===== src/rtl/blf_pkg.sv =====
package blf_pkg;

  typedef enum logic [1:0] {
    SEQ_IDLE = 2'd0,
    SEQ_ACC  = 2'd1,
    SEQ_TAIL = 2'd2
  } seq_st_t;

  function automatic int max3(input int a, input int b, input int c);
    int m;
    m = (a > b) ? a : b;
    return (m > c) ? m : c;
  endfunction

endpackage


===== src/rtl/blf_req_latch.sv =====
module blf_req_latch #(
  parameter int AW    = 16,
  parameter int DW    = 32,
  parameter int WORDS = 4,
  localparam int IW   = $clog2(WORDS)
) (
  input  logic                clk,
  input  logic                rst,
  input  logic                take,
  input  logic [AW-1:0]       req_addr,
  input  logic                req_write,
  input  logic                req_burst,
  input  logic [WORDS*DW-1:0] req_wline,
  input  logic [IW-1:0]       widx,
  output logic                wr_q,
  output logic                burst_q,
  output logic [AW-1:0]       word_addr,
  output logic [DW-1:0]       word_wdata
);

  logic [AW-IW-1:0]    base_q;
  logic [WORDS*DW-1:0] line_q;

  always_ff @(posedge clk) begin
    if (rst) begin
      base_q  <= '0;
      line_q  <= '0;
      wr_q    <= 1'b0;
      burst_q <= 1'b0;
    end else if (take) begin
      base_q  <= req_addr[AW-1:IW];
      line_q  <= req_write ? req_wline : '0;
      wr_q    <= req_write;
      burst_q <= req_burst;
    end
  end

  // Upper bits fixed for the line, word index fills the low bits.
  assign word_addr  = {base_q, widx};
  assign word_wdata = line_q[widx*DW +: DW];

endmodule


===== src/rtl/blf_seq.sv =====
module blf_seq
  import blf_pkg::*;
#(
  parameter int WORDS      = 4,
  parameter int FIRST_LAT  = 2,
  parameter int NEXT_LAT   = 1,
  parameter int SINGLE_LAT = 3,
  localparam int IW        = $clog2(WORDS)
) (
  input  logic          clk,
  input  logic          rst,
  input  logic          start,
  input  logic          start_burst,
  input  logic          run_burst,
  output logic          busy,
  output logic          active,
  output logic          word_end,
  output logic          last_word,
  output logic          page,
  output logic [IW-1:0] widx
);

  localparam int MAXL           = max3(FIRST_LAT, NEXT_LAT, SINGLE_LAT);
  localparam int CW             = (MAXL > 1) ? $clog2(MAXL) : 1;
  localparam logic [IW-1:0] LAST = IW'(WORDS - 1);

  seq_st_t       st_q;
  logic [CW-1:0] cnt_q;

  function automatic logic [CW-1:0] lat_m1(input logic b, input logic first);
    int l;
    l = b ? (first ? FIRST_LAT : NEXT_LAT) : SINGLE_LAT;
    return CW'(l - 1);
  endfunction

  always_ff @(posedge clk) begin
    if (rst) begin
      st_q  <= SEQ_IDLE;
      cnt_q <= '0;
      widx  <= '0;
    end else begin
      unique case (st_q)
        SEQ_IDLE: begin
          if (start) begin
            st_q  <= SEQ_ACC;
            widx  <= '0;
            cnt_q <= lat_m1(start_burst, 1'b1);
          end
        end
        SEQ_ACC: begin
          if (cnt_q == '0) begin
            if (widx == LAST) begin
              st_q <= SEQ_TAIL;
            end else begin
              widx  <= widx + 1'b1;
              cnt_q <= lat_m1(run_burst, 1'b0);
            end
          end else begin
            cnt_q <= cnt_q - 1'b1;
          end
        end
        SEQ_TAIL: st_q <= SEQ_IDLE;
        default:  st_q <= SEQ_IDLE;
      endcase
    end
  end

  assign busy      = (st_q != SEQ_IDLE);
  assign active    = (st_q == SEQ_ACC);
  assign word_end  = active && (cnt_q == '0);
  assign last_word = (widx == LAST);
  assign page      = active && run_burst && (widx != '0);

endmodule


===== src/rtl/blf_rdpath.sv =====
module blf_rdpath #(
  parameter int DW    = 32,
  parameter int WORDS = 4,
  localparam int IW   = $clog2(WORDS)
) (
  input  logic          clk,
  input  logic          rst,
  input  logic          word_end,
  input  logic          last_word,
  input  logic          is_write,
  input  logic [IW-1:0] widx,
  input  logic [DW-1:0] mem_rdata,
  output logic          rd_valid,
  output logic [DW-1:0] rd_data,
  output logic [IW-1:0] rd_idx,
  output logic          done
);

  always_ff @(posedge clk) begin
    if (rst) begin
      rd_valid <= 1'b0;
      done     <= 1'b0;
      rd_data  <= '0;
      rd_idx   <= '0;
    end else begin
      rd_valid <= word_end && !is_write;
      done     <= word_end && last_word;
      if (word_end) begin
        rd_idx <= widx;
      end
      if (word_end && !is_write) begin
        rd_data <= mem_rdata;
      end
    end
  end

endmodule


===== src/rtl/burst_line_fill.sv =====
module burst_line_fill #(
  parameter int AW         = 16,
  parameter int DW         = 32,
  parameter int WORDS      = 4,
  parameter int FIRST_LAT  = 2,
  parameter int NEXT_LAT   = 1,
  parameter int SINGLE_LAT = 3,
  localparam int IW        = $clog2(WORDS)
) (
  input  logic                clk,
  input  logic                rst,
  input  logic                req_valid,
  output logic                req_ready,
  input  logic [AW-1:0]       req_addr,
  input  logic                req_write,
  input  logic                req_burst,
  input  logic [WORDS*DW-1:0] req_wline,
  output logic                busy,
  output logic                done,
  output logic                rd_valid,
  output logic [DW-1:0]       rd_data,
  output logic [IW-1:0]       rd_idx,
  output logic                mem_en,
  output logic                mem_we,
  output logic                mem_end,
  output logic                mem_page,
  output logic [AW-1:0]       mem_addr,
  output logic [DW-1:0]       mem_wdata,
  input  logic [DW-1:0]       mem_rdata
);

  logic          take;
  logic          wr_q;
  logic          burst_q;
  logic          active;
  logic          last_word;
  logic [IW-1:0] widx;
  logic [DW-1:0] word_wdata;

  assign req_ready = !busy;
  assign take      = req_valid && req_ready;

  blf_req_latch #(.AW(AW), .DW(DW), .WORDS(WORDS)) u_req (
    .clk        (clk),
    .rst        (rst),
    .take       (take),
    .req_addr   (req_addr),
    .req_write  (req_write),
    .req_burst  (req_burst),
    .req_wline  (req_wline),
    .widx       (widx),
    .wr_q       (wr_q),
    .burst_q    (burst_q),
    .word_addr  (mem_addr),
    .word_wdata (word_wdata)
  );

  blf_seq #(
    .WORDS(WORDS), .FIRST_LAT(FIRST_LAT), .NEXT_LAT(NEXT_LAT), .SINGLE_LAT(SINGLE_LAT)
  ) u_seq (
    .clk         (clk),
    .rst         (rst),
    .start       (take),
    .start_burst (req_burst),
    .run_burst   (burst_q),
    .busy        (busy),
    .active      (active),
    .word_end    (mem_end),
    .last_word   (last_word),
    .page        (mem_page),
    .widx        (widx)
  );

  blf_rdpath #(.DW(DW), .WORDS(WORDS)) u_rd (
    .clk       (clk),
    .rst       (rst),
    .word_end  (mem_end),
    .last_word (last_word),
    .is_write  (wr_q),
    .widx      (widx),
    .mem_rdata (mem_rdata),
    .rd_valid  (rd_valid),
    .rd_data   (rd_data),
    .rd_idx    (rd_idx),
    .done      (done)
  );

  assign mem_en    = active;
  assign mem_we    = active && wr_q;
  assign mem_wdata = mem_we ? word_wdata : '0;

endmodule


===== config.mk =====
export PLATFORM = sky130hd
export DESIGN_NAME = burst_line_fill
export DESIGN_NICKNAME = d
export VERILOG_FILES = /design/src/rtl/blf_pkg.sv /design/src/rtl/blf_req_latch.sv /design/src/rtl/blf_seq.sv /design/src/rtl/blf_rdpath.sv /design/src/rtl/burst_line_fill.sv
export SDC_FILE = /design/constraint.sdc
export NUM_CORES = 1
export LEC_CHECK = 0
export ABC_AREA = 1
export CAP_MARGIN = 10
export CORE_MARGIN = 2
export CORE_UTILIZATION = 44
export CTS_BUF_LIST = sky130_fd_sc_hd__clkbuf_4
export CTS_CLUSTER_SIZE = 16
export DETAILED_ROUTE_END_ITERATION = 8
export PLACE_DENSITY = 0.81
export REMOVE_ABC_BUFFERS = 1
export SLEW_MARGIN = 10
export SYNTH_ARGS = -nofsm -noshare
export SYNTH_HDL_FRONTEND = slang
export SYNTH_HIERARCHICAL = 1
export SYNTH_SLANG_ARGS = --single-unit

===== constraint.sdc =====
create_clock -name clk -period 1.55 [get_ports clk]
set_input_delay 0.465 -clock clk [delete_from_list [all_inputs] [get_ports clk]]
set_output_delay 0.465 -clock clk [all_outputs]
set_load 0.01 [all_outputs]

=== Word-level counts from Yosys, hierarchy flattened ===
Index checks and enable logic that the tools add are counted.

* Register bits after elaboration: 186
* Input port bits: 181
* Output and inout bits: 90
* Word-level logic and storage cells: 56

* Add/sub/neg operators: 4
* Equality and inequality tests: 7
* Shift operators: 1
* Mux-type cells: 16
* Reduce and logical (&&, ||, !) cells: 17

{| class="wikitable"
|+ Operator list
! cell !! count
|-
| 2-to-1 mux 128 bit || 1
|-
| variable part select 128 x 8 -> 32 bit || 1
|-
| 2-to-1 mux 32 bit || 1
|-
| 2-to-1 mux 2 bit || 10
|-
| one-hot mux 2 bit (2 select lines) || 3
|-
| logical AND 1 bit || 7
|-
| AND reduction 3 bit || 2
|-
| nonzero test 2 bit || 3
|-
| logical NOT 2 bit || 2
|-
| inequality test 2 x 1 -> 1 bit, second input constant || 2
|-
| inequality test 2 bit, second input constant || 2
|-
| AND reduction 4 bit || 1
|-
| subtractor 2 bit, second input constant || 2
|-
| inequality test 3 bit, second input constant || 1
|-
| adder 2 x 1 -> 2 bit, second input constant || 1
|-
| == test 2 x 1 -> 1 bit, second input constant || 1
|-
| == test 2 bit, second input constant || 1
|-
| logical NOT 1 bit || 2
|-
| subtractor 2 x 1 -> 2 bit, second input constant || 1
|-
| 2-to-1 mux 1 bit || 1
|}

=== Logic depth before layout (Yosys ltp) ===
Gate-level depths: netlist (run 1).

* Depth in word-level cells: 5
* Gate-level depth with buffers: 9
* Mapped depth without buffers: 8

=== By module ===
Netlist (run 1), hierarchy kept.

{| class="wikitable"
|+ Modules (own cells, without submodules)
! module !! instances !! cells an instance !! area an instance (um^2) !! seq. area each (um^2)
|-
| blf_req_latch || 1 || 1014 || 6710.2 || 2882.8
|-
| blf_rdpath || 1 || 222 || 1560.2 || 720.7
|-
| burst_line_fill || 1 || 72 || 367.9 || 0.0
|-
| blf_seq || 1 || 53 || 366.6 || 120.1
|}

=== Worst setup path before layout (run 1) ===
Ideal clock, no wire load.

* Path kind: register to output
* From: reg u_seq.widx[1]
* To: out mem_wdata[31]
* Data arrival time: 1176 ps
* Setup slack: -91 ps
* Cell stages (with the launch flop): 7
* Cell sequence: dfxtp_1 -> buf_2 -> clkbuf_1 -> nand3_1 -> nand2_1 -> inv_1 -> nor2_1

* Longest elaborated chain between the ends: 2

{| class="wikitable"
|+ Ends and longest elaborated chain
! what !! RTL line !! source
|-
| from (decl) || blf_seq.sv:20 || <nowiki>output logic [IW-1:0] widx</nowiki>
|-
| from (signal assigned) || blf_seq.sv:55 || <nowiki>widx <= widx + 1'b1;</nowiki>
|-
| variable part select 128 x 8 -> 32 bit || blf_req_latch.sv:40 || <nowiki>assign word_wdata = line_q[widx*DW +: DW];</nowiki>
|-
| via word_wdata[31] || burst_line_fill.sv:38 || <nowiki>logic [DW-1:0] word_wdata;</nowiki>
|-
| 2-to-1 mux 32 bit || burst_line_fill.sv:90 || <nowiki>assign mem_wdata = mem_we ? word_wdata : '0;</nowiki>
|-
| to (decl) || burst_line_fill.sv:28 || <nowiki>output logic [DW-1:0] mem_wdata,</nowiki>
|}

The timed path passes the listed nets, and every way through them passes these cells.

=== Worst setup path after layout (run 1) ===
* From: reg u_seq.widx[0]
* To: out mem_wdata[20]

Same word-level chain as after synthesis.

==> results.yml, run 1 <==
run_status:
  status: "complete, but fails checks"
  violations: "setup timing"
synth:
  synth-simple-area-share_pct: 34.86
  synth_compound_area_share_pct: 8.337
  syn_area_um2: 9005
  synthMuxAreaShare_pct: 0
  synth-seq-area-share_pct: 41.35
  synthTopCellsByArea: "dfxtp_1 41%, nand2_1 15%, nand3_1 13%"
  synth_top_area_share_pct: 41.35
  synth_common_cells: "366 x nand2_1, 225 x nand3_1, 202 x inv_1"
  syn_inst: 1361
  ys.flop_type: "dfxtp_1"
  yosysUniqueCellTypes: 21
  ys_ff_latch: 186
  synth_fa_ha_area_share_pct: 0.2779
  yosysWarningCount: 6
  synth_top_family_by_area: "simple AND/OR/NAND/NOR gates"
  async_flop_share_pct: 0
  synth-edff-count: 0
  synthXorXnorAreaFrac_pct: 0
  yosysMostFrequentCell: "nand2_1"
  postSynthAreaPerCell_um2: 6.616
  post-synth-top-area-cell: "dfxtp_1"
global_routing:
  grt_pass1_vias: 9546
  grt_pass1_wl_um: 46600
  antenna_found_initial: 1
  gr-total-overflow: 0
  grtUsageTotal_pct: 26.57
  grt_max_degree: 75
floorplanning:
  die_h_um: 147.1
  die_x_um: 147.1
  core_um2: 20170
  dieArea_um2: 21630
  rows: 52
  initial_utilization_pct: 44.65
  ios: 271
route:
  dr.pass1.iters: 8
  drt_wl_total_um: 36410
  via_count: 10680
  viasPerCell: 5.387
  ant_nets: 0
  routedWlPerCell_um: 18.37
  drc: 0
  drt_iter0_markers: 951
critical_path:
  r2r.worst_path.cells: 10
  crit_fanout: 12
  crit_type: "reg -> out"
  worstSetupEndpointType: "output pin"
  required_ps: 1080
  startpoint_type: "flop"
  crit_arrival_ps: 1870
timing:
  hold_viol: 0
  max_freq_ghz: 0.4289
  finalSetupViolCount: 243
  min_period_ps: 2332
  finClkSkew_ps: 33.25
  tightest_slew_ps: 428.4
  fin_ws_ps: -781.7
  rsz0062_at_grt: "yes"
  fin_tns_setup_ps: -62640
  slew_headroom_pct: 71.44
  hold_slack_ps: 207.5
  slew_viol_final: 0
  fin_crit_sh_pct: 150.4
pwr:
  p_int_mw: 8.647
  combPwrFrac_pct: 36.8
  switching_share_pct: 35.29
  cellPowerDensity_nw_per_um2: 895.9
  power.share.sequential_pct: 40.1
  power_leakage_nw: 6.268
  p_switching_mw: 4.715
  clkPwrFrac_pct: 23.0
  p_total_mw: 13.36
  vdd_drop_max_uv: 598.6
layout:
  nNetsFinal: 1881
  final_layout_size_suffix_gt1_share_pct: 32.50
  multi_input_area_um2: 4780
  fin_area_um2: 14910
  regArea_um2: 3799
  syn_to_final_growth_pct: 65.62
  fillers: 1367
clock_tree:
  cts.sinks: 186
  cts_buffers: 17
  cts.path.max_buffers: 2
  htreeDepth: 4
  clk_latency_ps: 600
  cts-root-buf: "clkbuf_4"
  cts_tree: "built"
  postCtsHoldBufs: 0
  clk_pin_slew_worst_paths_ps: 170
placement:
  place.gp.congestion: 0.8208
  place_area_um2: 12210
  hpwl_um: 18030
  portBuffers: 268
worst_hold_path:
  hold_depth: 2
  hold_path_class: "in -> reg"
job:
  cap_violations: 0
[flip-flops by register name, indices dropped and copies added (netlist names)]
register and flops:
u_rd/done 1, u_req/base_q 14, u_seq/widx 2, u_rd/rd_valid 1
u_rd/rd_data 32, u_rd/rd_idx 2, u_req/burst_q 1, u_req/wr_q 1
u_seq/cnt_q 2, u_seq/st_q 2, u_req/line_q 128
[kinds of logic (layout without fill, tap and decap cells)]
| family | after synthesis | after routing |
|---|---|---|
| other | 0 | 1 |
| buffers and inverters | 309 | 659 |
| AND/OR/NAND/NOR | 714 | 714 |
| AO/OA/AOI/OAI | 150 | 150 |
| flip-flops | 186 | 186 |
| adder cells (fa/ha/maj) | 2 | 2 |
[final timing paths]
check / slack, ps / start / to
max: -780 / u_seq/widx[0]$_SDFFE_PP0P_ / mem_wdata[20]
min: 210 / rst / u_rd/done$_SDFF_PP0_
max reg2reg: -350 / u_seq/st_q[0]$_SDFFE_PP0P_ / u_req/line_q[17]$_SDFFE_PP0P_
min reg2reg: 470 / u_req/line_q[111]$_SDFFE_PP0P_ / u_req/line_q[111]$_SDFFE_PP0P_
[critical path, cell delays in order, from the launching register on]
cell and delay (ps):
dfxtp_4 430, buf_6 150, buf_12 140, nand2_1 90, nand3_1 80, nand2_1 70, inv_1 50, nor2_2 120
buf_2 150
[layout make-up]
cell class	instances	share of cell area [%]
Timing Repair Buffer	415	32.19
Multi-Input combinational cell	866	32.05
Sequential cell	186	25.47
Inverter	210	5.596
Tap cell	270	2.265
Clock inverter	15	1.351
Clock buffer	17	0.8557
Timing Repair inverter	2	0.2097
Antenna cell	1	0.01678
[layer usage]
| metal | part of all wire [%] | GRT usage, % |
|---|---|---|
| met5 | 0 | 0 |
| met4 | 4.5 | 9.808 |
| met3 | 9.4 | 6.056 |
| met2 | 50 | 47.13 |
| met1 | 36 | 31.35 |
[layout by cell type, fill, tap and decap left out, types with 3 or more instances in the layout]
master and count:
clkinv_4 3, nand2_1 314, nor2_1 39, nand2_4 12
clkbuf_4 17, buf_12 30, buf_8 6, inv_6 4
buf_16 12, inv_2 5, inv_8 7, a21oi_2 48
clkbuf_16 23, buf_6 73, dfxtp_1 134, a21oi_1 99
buf_2 37, dfxtp_2 48, nand3_1 190, buf_4 58
nand3_4 20, nor2_2 52, clkdlybuf4s50_1 176, nand3_2 15
inv_1 197, inv_4 3, dfxtp_4 4, nand2_2 47
nor2_4 20
[metrics by stage]
stage               setup WS [ps]  std cells  util [%]
floorplan                   -5716       1262         -
global placement           -502.5       1863     60.55
detailed placement         -565.7       1863     60.55
CTS                        -733.6       1935     65.79
global route               -902.4       1982     73.95
finish                     -781.7       1982     73.95
[timing repair]
item	in CTS	in global routing
gates cloned	10	34
pin swaps	30	73
endpoints found under the setup margin	125	274
setup buffers	32	23
gates resized for setup	556	223
[power groups by stage]
stage | clock network, mW | registers [mW] | logic [mW]
after detailed placement | 0 | 5.35 | 3.22
after CTS | 3.10 | 5.32 | 3.87
final | 3.07 | 5.36 | 4.92
after floorplan | 0 | 5.47 | 1.43
after global routing | 3.31 | 5.40 | 5.19
after global placement | 0 | 5.34 | 3.17
No activity file was read; power rests on OpenSTA's default activity.
==> run 2, diff against run 1 <==
--- a/config.mk
+++ b/config.mk
@@ -7,7 +7,8 @@
 export LEC_CHECK = 0
 export ABC_AREA = 1
 export CAP_MARGIN = 10
-export CORE_MARGIN = 2
+export CORE_ASPECT_RATIO = 0.7
+export CORE_MARGIN = 4
 export CORE_UTILIZATION = 44
 export CTS_BUF_LIST = sky130_fd_sc_hd__clkbuf_4
 export CTS_CLUSTER_SIZE = 16
@@ -19,3 +20,4 @@
 export SYNTH_HDL_FRONTEND = slang
 export SYNTH_HIERARCHICAL = 1
 export SYNTH_SLANG_ARGS = --single-unit
+export TNS_END_PERCENT = 30
==> results.yml, run 2 (synthesized netlist as in run 1, its figures left out) <==
clock_tree:
  postCtsHoldBufs: 0
  htreeDepth: 4
  cts-root-buf: "clkbuf_4"
  cts_buffers: 17
  cts_tree: "built"
  clk_latency_ps: 590
  cts.sinks: 186
  cts.path.max_buffers: 2
  clk_pin_slew_worst_paths_ps: 170
route:
  ant_nets: 0
  drt_iter0_markers: 962
  routedWlPerCell_um: 16.42
  via_count: 9952
  drt_wl_total_um: 31980
  viasPerCell: 5.109
  dr.pass1.iters: 5
  drc: 0
global_routing:
  grt_pass1_wl_um: 46330
  gr-total-overflow: 0
  antenna_found_initial: 1
  grt_pass1_vias: 9192
  grtUsageTotal_pct: 25.27
  grt_max_degree: 54
timing:
  hold_viol: 0
  slew_headroom_pct: 78.54
  fin_ws_ps: -786.9
  slew_viol_final: 0
  hold_slack_ps: 200.2
  max_freq_ghz: 0.4279
  finClkSkew_ps: 17.83
  rsz0062_at_grt: "yes"
  fin_crit_sh_pct: 150.8
  tightest_slew_ps: 319.4
  finalSetupViolCount: 250
  min_period_ps: 2337
critical_path:
  timing.rr.end: "u_req/line_q[124]$_SDFFE_PP0P_"
  required_ps: 1080
  cpMaxStageDelayCell: "dfxtp_4"
  crit_path_start: "u_seq/widx[0]$_SDFFE_PP0P_"
  crit_cells: 8
  r2r_start: "u_seq/st_q[0]$_SDFFE_PP0P_"
  crit_type: "reg -> out"
  startpoint_type: "flop"
  crit_end: "mem_wdata[28]"
  crit_arrival_ps: 1870
  crit_chain: "buf_4 > clkbuf_16 > nand2_1 > nand3_1 > nand2_1 > inv_1 > nor2_2 > buf_2"
  cp_num_buf_inv: 4
  worstSetupEndpointType: "output pin"
  crit_fanout: 10
  slowest_delay_ps: 410
  r2r.worst_path.cells: 10
  cp_common_cell: "nand2_1"
  cp_top_family: "buffers and inverters"
  r2r_setup_slack_ps: -300
layout:
  top_register: "u_req/line_q"
  top_regs: "u_req/line_q (128), u_rd/rd_data (32), u_req/base_q (14)"
  largest_register_ffs: 128
  layout_commonest_cell: "nand2_1"
  fillers: 1541
  final_layout_size_suffix_gt1_share_pct: 25.16
  final_core_util_pct: 69.07
  syn_to_final_growth_pct: 53.11
  layout_common_cells: "351 x nand2_1, 219 x nand3_1, 196 x inv_1"
  nNetsFinal: 1847
  fin_area_um2: 13790
floorplanning:
  ios: 271
  rows: 43
  initial_utilization_pct: 45.11
  die_h_um: 127.7
  die_x_um: 179.0
  dieArea_um2: 22850
  core_um2: 19960
placement:
  hpwl_um: 19340
  portBuffers: 268
  place_ws_ps: -533.0
  place.gp.congestion: 0.8507
  place_area_um2: 12240
run_status:
  violations: "setup timing"
  status: "complete, but fails checks"
job:
  cap_violations: 0
pwr:
  power_leakage_nw: 5.882
  p_total_mw: 12.68
  cellPowerDensity_nw_per_um2: 919.8
  vdd_drop_max_uv: 513.0
worst_hold_path:
  hold_path_class: "in -> reg"
## run 2: cell count changes in the layout (fill, tap and decap cells not counted), sizes merged
| cell | delta |
|---|---|
| bufbuf | +1 |
| clkinv | -2 |
| clkbuf | -17 |
| buf | -16 |
## run 2: how the worst min path moves through the flow
stage                                           endpoint                          from  depth (start not counted)  slack [ps]
after floorplan               u_req/burst_q$_SDFFE_PP0P_    u_req/burst_q$_SDFFE_PP0P_                          2         430
after global placement      u_req/base_q[1]$_SDFFE_PP0P_  u_req/base_q[1]$_SDFFE_PP0P_                          2         450
after detailed placement    u_req/base_q[5]$_SDFFE_PP0P_  u_req/base_q[5]$_SDFFE_PP0P_                          2         450
after CTS                     u_seq/st_q[1]$_SDFFE_PP0P_                           rst                          2         130
after global routing          u_seq/st_q[1]$_SDFFE_PP0P_                           rst                          2         140
final                     u_req/line_q[110]$_SDFFE_PP0P_                           rst                          2         200
## run 2: layer usage
metal	track usage, %	up-vias	routed length, µm
li1	-	4807	-
met1	34.28	4618	13680
met2	40.57	470	14870
met3	5.159	57	2705
met4	8.074	0	727
met5	0	-	0
## run 2: power by group
part	switching [mW]	internal, mW	leakage [nW]
registers	0.248	5.12	1.54
clock network	1.95	1.06	0.177
logic	2.14	2.16	4.16
total	4.34	8.34	5.88
## run 2: through the flow
step / setup TNS, ps / instances
finish: -61970 / 1948
global route: -85170 / 1948
detailed placement: -62670 / 1865
CTS: -55180 / 1919
global placement: -57820 / 1865
floorplan: -966040 / 1262
## run 2: area by class of cell
class / instances / area (µm²) / area share, %
inverters: 210 / 823.3 / 5.971
flip-flops and latches: 186 / 3799 / 27.55
multi-input cells: 866 / 4299 / 31.18
repair buffers: 383 / 4194 / 30.42
diodes: 1 / 2.502 / 0.01815
clock buffers: 17 / 127.6 / 0.9257
well taps: 270 / 337.8 / 2.450
clock inverters: 15 / 203.9 / 1.479
## run 2: repair_timing
item | CTS | global route
buffers inserted | 14 | 23
gates resized for setup | 505 | 129
endpoints found under the setup margin | 242 | 275
cloned | 8 | 7
pin swaps | 7 | 40
